<file path="src/rtl/pll_ld_pkg.sv">
package pll_ld_pkg;

    // Which divider edge opened the current measurement window.
    typedef enum logic [1:0] {
        MS_IDLE      = 2'd0,
        MS_REF_FIRST = 2'd1,
        MS_FB_FIRST  = 2'd2
    } meter_st_e;

    // Classification of one completed phase-detector cycle.
    typedef enum logic [1:0] {
        V_GOOD    = 2'd0,
        V_NEUTRAL = 2'd1,
        V_BAD     = 2'd2
    } verdict_e;

endpackage

</file>
<file path="src/rtl/ld_edge_sync.sv">
module ld_edge_sync #(
    parameter int CHANNELS = 2,
    parameter int STAGES   = 2
) (
    input  logic                clk_i,
    input  logic                rst_ni,
    input  logic [CHANNELS-1:0] async_i,
    output logic [CHANNELS-1:0] rise_o
);
    for (genvar c = 0; c < CHANNELS; c++) begin : g_ch
        typedef struct packed {
            logic [STAGES-1:0] chain;
            logic              prev;
        } sync_t;

        sync_t s_d, s_q;

        always_comb begin
            s_d       = s_q;
            s_d.chain = {s_q.chain[STAGES-2:0], async_i[c]};
            s_d.prev  = s_q.chain[STAGES-1];
        end

        always_ff @(posedge clk_i or negedge rst_ni) begin
            if (!rst_ni) s_q <= '0;
            else         s_q <= s_d;
        end

        assign rise_o[c] = s_q.chain[STAGES-1] & ~s_q.prev;
    end
endmodule

</file>
<file path="src/rtl/ld_phase_meter.sv">
module ld_phase_meter
    import pll_ld_pkg::*;
#(
    parameter int TIMEOUT_TICKS = 40,
    localparam int ERR_W = $clog2(TIMEOUT_TICKS + 1)
) (
    input  logic             clk_i,
    input  logic             rst_ni,
    input  logic             ref_rise_i,
    input  logic             fb_rise_i,
    output logic             valid_o,
    output logic             tout_o,
    output logic [ERR_W-1:0] err_o
);
    localparam logic [ERR_W-1:0] TOUT = ERR_W'(TIMEOUT_TICKS);

    typedef struct packed {
        meter_st_e        st;
        logic [ERR_W-1:0] gap;
        logic             valid;
        logic             tout;
        logic [ERR_W-1:0] err;
    } meter_t;

    meter_t m_d, m_q;
    logic   partner;

    always_comb begin
        m_d       = m_q;
        m_d.valid = 1'b0;
        m_d.tout  = 1'b0;
        partner   = (m_q.st == MS_REF_FIRST) ? fb_rise_i : ref_rise_i;
        unique case (m_q.st)
            MS_IDLE: begin
                if (ref_rise_i && fb_rise_i) begin
                    m_d.valid = 1'b1;
                    m_d.err   = '0;
                end else if (ref_rise_i) begin
                    m_d.st  = MS_REF_FIRST;
                    m_d.gap = ERR_W'(1);
                end else if (fb_rise_i) begin
                    m_d.st  = MS_FB_FIRST;
                    m_d.gap = ERR_W'(1);
                end
            end
            MS_REF_FIRST, MS_FB_FIRST: begin
                if (partner) begin
                    m_d.valid = 1'b1;
                    m_d.err   = m_q.gap;
                    m_d.st    = MS_IDLE;
                end else if (m_q.gap == TOUT) begin
                    m_d.valid = 1'b1;
                    m_d.tout  = 1'b1;
                    m_d.err   = m_q.gap;
                    m_d.st    = MS_IDLE;
                end else begin
                    m_d.gap = m_q.gap + ERR_W'(1);
                end
            end
            default: m_d.st = MS_IDLE;
        endcase
    end

    always_ff @(posedge clk_i or negedge rst_ni) begin
        if (!rst_ni) m_q <= '{st: MS_IDLE, default: '0};
        else         m_q <= m_d;
    end

    assign valid_o = m_q.valid;
    assign tout_o  = m_q.tout;
    assign err_o   = m_q.err;
endmodule

</file>
<file path="src/rtl/ld_lock_judge.sv">
module ld_lock_judge
    import pll_ld_pkg::*;
#(
    parameter int ERR_W        = 6,
    parameter int LOCK_TICKS   = 6,
    parameter int UNLOCK_TICKS = 10,
    parameter int RUN_COARSE   = 3,
    parameter int RUN_FINE     = 5,
    localparam int RUN_MAX = (RUN_FINE > RUN_COARSE) ? RUN_FINE : RUN_COARSE,
    localparam int RUN_W   = $clog2(RUN_MAX + 1)
) (
    input  logic             clk_i,
    input  logic             rst_ni,
    input  logic             valid_i,
    input  logic             tout_i,
    input  logic [ERR_W-1:0] err_i,
    input  logic             precise_i,
    output logic             lock_o
);
    localparam logic [ERR_W-1:0] LOCK_T   = ERR_W'(LOCK_TICKS);
    localparam logic [ERR_W-1:0] UNLOCK_T = ERR_W'(UNLOCK_TICKS);
    localparam logic [RUN_W-1:0] NEED_LO  = RUN_W'(RUN_COARSE);
    localparam logic [RUN_W-1:0] NEED_HI  = RUN_W'(RUN_FINE);

    typedef struct packed {
        logic             locked;
        logic [RUN_W-1:0] run;
    } judge_t;

    judge_t           j_d, j_q;
    verdict_e         verdict;
    logic [RUN_W-1:0] need;
    logic [RUN_W-1:0] run_inc;

    always_comb begin
        if (tout_i || err_i > UNLOCK_T) verdict = V_BAD;
        else if (err_i < LOCK_T)        verdict = V_GOOD;
        else                            verdict = V_NEUTRAL;
        need    = precise_i ? NEED_HI : NEED_LO;
        run_inc = j_q.run + RUN_W'(1);

        j_d = j_q;
        if (valid_i) begin
            unique case (verdict)
                V_BAD: begin
                    j_d.locked = 1'b0;
                    j_d.run    = '0;
                end
                V_GOOD: begin
                    if (!j_q.locked) begin
                        if (run_inc >= need) begin
                            j_d.locked = 1'b1;
                            j_d.run    = '0;
                        end else begin
                            j_d.run = run_inc;
                        end
                    end
                end
                default: begin
                    if (!j_q.locked) j_d.run = '0;
                end
            endcase
        end
    end

    always_ff @(posedge clk_i or negedge rst_ni) begin
        if (!rst_ni) j_q <= '0;
        else         j_q <= j_d;
    end

    assign lock_o = j_q.locked;
endmodule

</file>
<file path="src/rtl/pll_lock_detect.sv">
module pll_lock_detect #(
    parameter int LOCK_TICKS    = 6,
    parameter int UNLOCK_TICKS  = 10,
    parameter int TIMEOUT_TICKS = 40,
    parameter int RUN_COARSE    = 3,
    parameter int RUN_FINE      = 5,
    parameter int SYNC_STAGES   = 2
) (
    input  logic clk_i,
    input  logic rst_ni,
    input  logic ref_div_i,
    input  logic fb_div_i,
    input  logic precise_i,
    output logic lock_o
);
    localparam int ERR_W = $clog2(TIMEOUT_TICKS + 1);

    logic [1:0]       rise;
    logic             meas_valid;
    logic             meas_tout;
    logic [ERR_W-1:0] meas_err;

    ld_edge_sync #(
        .CHANNELS(2),
        .STAGES  (SYNC_STAGES)
    ) u_sync (
        .clk_i  (clk_i),
        .rst_ni (rst_ni),
        .async_i({fb_div_i, ref_div_i}),
        .rise_o (rise)
    );

    ld_phase_meter #(
        .TIMEOUT_TICKS(TIMEOUT_TICKS)
    ) u_meter (
        .clk_i     (clk_i),
        .rst_ni    (rst_ni),
        .ref_rise_i(rise[0]),
        .fb_rise_i (rise[1]),
        .valid_o   (meas_valid),
        .tout_o    (meas_tout),
        .err_o     (meas_err)
    );

    ld_lock_judge #(
        .ERR_W       (ERR_W),
        .LOCK_TICKS  (LOCK_TICKS),
        .UNLOCK_TICKS(UNLOCK_TICKS),
        .RUN_COARSE  (RUN_COARSE),
        .RUN_FINE    (RUN_FINE)
    ) u_judge (
        .clk_i    (clk_i),
        .rst_ni   (rst_ni),
        .valid_i  (meas_valid),
        .tout_i   (meas_tout),
        .err_i    (meas_err),
        .precise_i(precise_i),
        .lock_o   (lock_o)
    );
endmodule

</file>
<file path="config.mk">
export PLATFORM = sky130hd
export DESIGN_NAME = pll_lock_detect
export DESIGN_NICKNAME = d
export VERILOG_FILES = /design/src/rtl/pll_ld_pkg.sv /design/src/rtl/ld_edge_sync.sv /design/src/rtl/ld_phase_meter.sv /design/src/rtl/ld_lock_judge.sv /design/src/rtl/pll_lock_detect.sv
export SDC_FILE = /design/constraint.sdc
export NUM_CORES = 1
export LEC_CHECK = 0
export BUFFER_PORTS_ARGS = -buffer_cell sky130_fd_sc_hd__buf_2
export CAP_MARGIN = 10
export CORE_UTILIZATION = 50
export CTS_CLUSTER_SIZE = 14
export DETAILED_ROUTE_END_ITERATION = 12
export PLACE_DENSITY = 0.65
export RECOVER_POWER = 100
export SYNTH_ARGS = -nofsm -noshare
export SYNTH_HDL_FRONTEND = slang
export SYNTH_SLANG_ARGS = --single-unit
</file>
<file path="constraint.sdc">
create_clock -name clk_i -period 3.3 [get_ports clk_i]
set_clock_uncertainty 0.2 [all_clocks]
set_input_delay 0.33 -clock clk_i [delete_from_list [all_inputs] [get_ports clk_i]]
set_output_delay 0.33 -clock clk_i [all_outputs]
set_load 0.005 [all_outputs]
</file>
==> impl.org, run 1 <==
** Logic synthesis
- Cell area after technology mapping :: 1380 um2
- In this run the mean area of a mapped cell was 10.6 um2.
- XOR/XNOR share of the synthesized area :: 0.635%
- The cell count after synthesis came out at 130.
- Synth Register Bits :: 26
- Of the total synthesized cell area, the portion taken by AND, OR, NAND and NOR gates is 18.9%.
- The Yosys step of the flow raised 0 warnings.
- Sequential share of the synthesized area :: 47.1%
- dfrtp_1 takes more of the synthesized area than any other cell.
- Synth Net Count :: 143
- Post-synthesis mux area share :: 2.63%
- Largest family of logic cells by synthesized area :: compound AO/OA/AOI/OAI gates
- Counting distinct cell types in the post-synthesis netlist gives 41.
- The synthesized netlist devotes 20.5% of its cell area to compound gates.
- Top area cells in the synthesized netlist :: dfrtp_1 47%, ha_1 7.3%, nand2_1 3.8%, nand3_1 2.5%, o21ai_0 2.5%
- Among all flip-flop cells after synthesis, the most frequent one is dfrtp_1.
- Number of synthesized flops with an enable pin :: 0
- Yosys top cell area share :: 47.1%
- The synthesized netlist devotes 7.25% of its cell area to adder and majority cells.
- Post-synth ARST share :: 100%

** Critical path
- Depth of the most critical reg-to-reg path :: 8
- Worst Setup Start Kind :: flip-flop
- Data arrival time at the worst-slack endpoint :: 2.21 ns
- STA classifies the critical path endpoint as a flip-flop.
- The worst setup path is of the reg2reg kind.
- Top fanout value on the critical path :: 4
- For the worst setup path, the data required time is 3.36 ns.

** STA
- Unrepaired setup endpoints after global routing :: false
- Final hold vios :: 0
- Slew headroom :: 7.34%
- The total count of max-transition violations in the final report is 0.
- Adding up every negative setup slack in the final design gives 0 ns.
- Setup violations remaining at the end of the flow were counted as 0.
- Transition at the pin with the smallest max-transition slack :: 1.39 ns
- Of the available clock period, the critical path in the final layout requires 65.3%.
- Minimum clock period :: 2.15 ns
- Max Fclk :: 0.464 GHz

** Floorplan
- I/O pin count :: 6
- Once the floorplan was initialized, standard cells occupied 54.2% of the core.
- The die is 54.5 um wide.
- Measured along the y axis, the die boundary spans 54.5 um.
- In this run the standard cell core region covers 2540 um2.
- Number of rows created at floorplan :: 18
- Full die area :: 2970 um2

** Power and ir drop
- In this run, the clock network consumes 19.0% of the power.
- Peak supply drop :: 0.000534 V
- The internal portion of the total power is 693 uW.
- The analysis attributes to net switching a power of 466 uW.
- Summed over all cells, the static leakage comes to 0.000655 uW.
- Power density of the placed cells :: 777 nW/um2
- Register share of total power :: 39.4%
- In this run, the combinational gates consume 41.6% of the power.
- In this run switching power makes up 40.2% of total power.

** Drt
- Before antenna repair, the detailed router went through 4 iterations.
- Post-DRT Antenna Nets :: 0
- Via count :: 1035
- In the final routed layout, each cell accounts on average for 15.3 um.
- Summed over all layers, the routed wires come to 2.59 mm.
- Post-detailed-route via-to-cell ratio :: 6.09
- Number of design-rule violations left by the first detailed-router iteration :: 39
- DRC errors left :: 0

** GRT
- Global routing used 20.5% of the available tracks across all layers.
- Entering global routing, the biggest net connects 27 pins.
- Global-route wire length before repair :: 4.37 mm
- The via count of the first global-routing pass is 1046.
- The number of antenna violations at the first check in global routing is 0.
- Overflow left after global routing :: 0

** Placed design
- Routability-driven placement finished with a final weighted congestion of 0.754.
- Number of buffers inserted by port buffering :: 5
- HPWL after detailed placement :: 1.83 mm
- Placed cell count :: 163
- Cell area reported after detailed placement :: 1440 um2

** Clocking
- Clock-pin slew was measured on the worst setup and hold paths at 0.15 ns.
- CTS root buffer :: clkbuf_4
- TritonCTS created 3 clock buffers.
- Counting along the longest clock path gives a buffer depth of 2.
- Clock latency on the worst-skew pair, taken at its later pin, is 0.33 ns.
- Number of H-tree levels :: 1
- TritonCTS clock tree :: built
- The clock drives 26 sinks.

** Final layout
- Post-route insts no fill :: 170
- Layout cell share with drive strength beyond 1 :: 12.1%
- The repair_antennas step left the layout with diodes totalling 0.
- In the layout the commonest cells are 26 x dfrtp_1, 15 x nand2_1, 9 x inv_1.
- The final layout contains 154 nets.
- From synthesis to final layout, the design area changed by 7.98%.
- Post-route design area :: 1490 um2
- The library cell used most frequently in the layout, excluding fill and tap cells, is dfrtp_1.

** Run
- Max Cap Violations :: 0

** Worst hold path
- Number of cells traversed by the worst hold path :: 0
- The min-delay analysis places its worst path in the category reg2reg.

** Outcome
- Outcome :: finished, final reports clean
[power by group through the flow]
stage	clock, uW	sequential (uW)	combinational (uW)
after floorplan	0	445	394
after global placement	0	458	476
after detailed placement	0	461	494
after CTS	224	455	502
after global routing	232	466	546
final	220	456	482
[registers in the layout, indices dropped and copies added (netlist names)]
signal,flops
u_judge.lock_o,1
u_meter.err_o,6
u_judge.j_q,3
u_meter.valid_o,1
u_meter.m_q,8
u_sync.g_ch.s_q,2
u_sync.g_ch.s_d,4
u_meter.tout_o,1
[Yosys cell counts, types with 2 or more instances]
| cell type | instances |
|---|---|
| dfrtp_1 | 26 |
| nand2_1 | 14 |
| inv_1 | 9 |
| ha_1 | 8 |
| nand3_1 | 7 |
| o21ai_0 | 7 |
| a21oi_1 | 5 |
| nor2_1 | 4 |
| a2bb2oi_1 | 3 |
| a32o_1 | 3 |
| nand4_1 | 3 |
| nor3_1 | 3 |
| o211ai_1 | 3 |
| a21oi_2 | 2 |
| a22o_1 | 2 |
| and2b_4 | 2 |
| clkbuf_1 | 2 |
| nand2_2 | 2 |
| nand2b_1 | 2 |
| nand3b_1 | 2 |
[stage by stage]
stage	power (uW)	hold slack [ns]	utilization (%)	worst slack, ns
2_1_floorplan	838	-0.166	-	1.41
3_3_place_gp	935	0.132	56.4	1.34
3_5_place_dp	955	0.140	56.4	1.21
4_1_cts	1180	0.174	59.6	1.16
5_1_grt	1240	0.186	58.6	0.962
6_report	1160	0.171	58.6	1.15
[kinds of logic after synthesis]
group	after synthesis
compound gates	36
simple gates	46
flops	26
buf+inv	11
mux	2
xor+xnor	1
fa+ha+maj	8
[per-layer routing]
layer  vias to the layer above  wire length (um)  GRT usage (%)
li1                        497                 -              -
met1                       518              1240           24.9
met2                        15              1250           36.4
met3                         5                57           2.78
met4                         0                38           7.69
met5                         -                 0              0
[what timing repair did]
item / 4_1_cts / 5_1_grt
hold buffers: 3 / 0
buffers inserted: 0 / 0
gates resized for setup: 0 / 0
hold endpoints to repair: 28 / 0
[worst max-delay path: stages, from the launching register on]
cell and delay, ns:
dfrtp_1 0.43, ha_1 0.25, xor2_1 0.18, ha_1 0.30
a21oi_1 0.16, nand2_1 0.12, nor2_1 0.21, nand2_1 0.08
o21ai_0 0.16
[final timing paths]
kind                                  startpoint               endpoint  slack, ns
max                               u_judge.j_q[0]         u_judge.j_q[0]       1.15
min                        u_sync.g_ch[1].s_d[2]  u_sync.g_ch[1].s_d[0]       0.17
max reg2reg                       u_judge.j_q[0]         u_judge.j_q[0]       1.15
min reg2reg                u_sync.g_ch[1].s_d[2]  u_sync.g_ch[1].s_d[0]       0.17
max in group asynchronous                 rst_ni         u_meter.m_q[9]       1.46
min in group asynchronous                 rst_ni         u_judge.j_q[2]       0.62
[area by class of cell]
type                       instances  area, um2
timing repair buffer               8       52.6
multi-input combinational         93        663
clock inverter                     1       30.0
fill                             213       1050
tap                               30       37.5
inverter                           9       33.8
sequential                        26        651
clock buffer                       3       22.5
(Power assumes the default switching activity.)
==> run 2: changes to the inputs <==
clock period = 2.1 ns   (was 3.3 ns; I/O delays follow)
==> impl.org, run 2 (synthesized netlist as in run 1, its figures left out) <==
** Clocking
- Clock latency on the worst-skew pair, taken at its later pin, is 0.32 ns.
- Number of H-tree levels :: 1
- CTS root buffer :: clkbuf_4
- CTS saw 26 sinks.
- TritonCTS created 3 clock buffers.
- In this run the deepest clock path goes through 2 buffers.
- TritonCTS built the clock tree.
- Clock-pin slew was measured on the worst setup and hold paths at 0.13 ns.

** Power and ir drop
- Power density of the placed cells :: 1190 nW/um2
- Peak supply drop :: 0.000769 V
- Leakage power :: 0.000665 uW

** Final layout
- In the layout the commonest cells are 26 x dfrtp_1, 14 x nand2_1, 9 x inv_1.
- More flip-flops sit in one register than any other, and that register is u_meter.m_q.
- The filler cells instantiated in the layout total 220.
- 0 antenna diodes ended up in the layout.
- Layout cell share with drive strength beyond 1 :: 19.0%
- Utilization after layout :: 59.6%
- Area added between synthesis and finish :: 9.88%
- Leaving out fill and tap cells, the most frequent cell in the layout is dfrtp_1.
- At the end of the flow, the number of nets in the layout was 156.
- Flip-flop count of the largest register, all copies and words added :: 8

** Critical path
- The number of cells on the worst reg-to-reg path is 8.
- RR Startpoint :: u_judge.j_q[0]
- For the worst setup path, the data required time is 2.15 ns.
- Data arrival time at the worst-slack endpoint :: 2.04 ns
- Endpoint of the most critical register-to-register path :: u_judge.j_q[0]
- Capturing instance or port of the critical path :: u_judge.j_q[0]
- Sort of element at the end of the critical path :: flip-flop
- The critical path starts at u_judge.j_q[0].
- Along the worst path, the maximum fanout reaches 3.
- The worst setup path is launched from a flip-flop.
- Internal reg-to-reg setup slack :: 0.11 ns
- The worst setup path is of the reg2reg kind.

** STA
- Unrepaired setup endpoints after global routing :: false
- Setup Viol. Count Final :: 0
- At the pin with the least slew margin, the transition time is 0.609 ns.
- Subtracting the final worst setup slack from the clock period gives 1.99 ns.
- Derived from the worst setup path, the maximum achievable clock frequency is 0.502 GHz.
- Final hold vios :: 0
- The total count of max-transition violations in the final report was 0.
- Fin Setup TNS :: 0 ns
- The tightest hold path in the finished design has a slack of 0.176 ns.
- After layout, the worst path uses 95.0% of the clock period.
- In this run the tightest slew margin relative to its limit is 59.4%.

** GRT
- The first global-routing pass estimated 4.29 mm of wire.
- Global Route Usage Sum :: 20.7%
- The via count of the first global-routing pass was 1011.
- Pin count of the biggest net entering global routing :: 27
- Antenna violations before repair :: 0
- Global routing finished with a remaining overflow of 0.

** Drt
- Routed len/inst :: 14.8 um
- The first detailed-routing pass took 4 iterations.
- Post-detailed-route via-to-cell ratio :: 5.98
- Summed over all layers, the routed wires come to 2.55 mm.
- The routed layout has 1029 vias.
- In the routed design, unresolved DRC markers number 0.
- The detail route stage leaves a number of antenna-violating nets equal to 0.
- For this block, the initial DRC count from the detailed router was 21.

** Floorplan
- Starting density of the core :: 54.2%
- I/O pin count :: 6
- The floorplan has 18 rows.
- Height of the die :: 54.5 um
- Full die area :: 2970 um2
- Chip Width :: 54.5 um
- Placeable core region :: 2540 um2

** Worst hold path
- The tightest min-delay check is of the reg2reg type.
- In this run the most critical hold path is launched from u_sync.g_ch[0].s_d[2].

** Run
- Max Cap Violations :: 0

** Placed design
- During placement, the flow inserted port buffers numbering 5.
- Routability-driven placement finished with a final weighted congestion of 0.756.
- The HPWL after detailed placement is 1.87 mm.

** Outcome
- Outcome :: finished, final reports clean
[run 2: worst min path at each step]
stage / to / slack, ns / cells after the start
final: u_sync.g_ch[0].s_d[0] / 0.18 / 0
after global routing: u_sync.g_ch[0].s_d[0] / 0.18 / 0
after CTS: u_sync.g_ch[0].s_d[0] / 0.18 / 0
after detailed placement: u_judge.j_q[2] / 0.04 / 1
after global placement: u_judge.j_q[2] / 0.03 / 1
after floorplan: u_judge.j_q[0] / -0.29 / 0
[run 2: report_power, final]
group          leakage (uW)  switching [uW]  internal, uW
Clock             0.0000210             148           106
Combinational      0.000306             487           344
Sequential         0.000338             108           610
Total              0.000665             743          1060
[run 2: stage by stage]
| stage | setup WS, ns | cell area, um2 | cells | total power, uW |
|---|---|---|---|---|
| finish | 0.106 | 1520 | 172 | 1800 |
| global route | 0.00886 | 1520 | 172 | 1940 |
| CTS | 0.00201 | 1510 | 171 | 1780 |
| detailed placement | 0.0379 | 1440 | 164 | 1520 |
| global placement | 0.143 | 1440 | 164 | 1490 |
| floorplan | 0.211 | 1380 | 130 | 1320 |
[run 2: area by class of cell]
class                           count  area, um2  area share, %
Multi-Input combinational cell     93        689           45.5
Sequential cell                    26        651           42.9
Tap cell                           30       37.5           2.48
Clock buffer                        4       36.3           2.39
Inverter                            9       33.8           2.23
Timing Repair Buffer               10       68.8           4.54
[run 2: timing repair]
item                                   4_1_cts  5_1_grt
hold buffers                                 3        0
gates resized for setup                      0        6
setup buffers                                0        1
setup endpoints to repair                    0        4
endpoints found under the hold margin       28        0
[run 2: critical path, cell delays in order (launching register included)]
cell and delay (ns):
dfrtp_1 0.42, ha_2 0.22, xor2_1 0.17, ha_1 0.31
a21oi_2 0.13, nand2_1 0.11, nor2_2 0.15, nand2_1 0.06
o21ai_0 0.15
[run 2: per-layer routing]
metal / track usage (%) / vias to the layer above / routed length (um)
li1: - / 505 / -
met1: 25.6 / 505 / 1220
met2: 33.5 / 14 / 1220
met3: 3.61 / 5 / 62
met4: 12.0 / 0 / 46
met5: 0 / - / 0
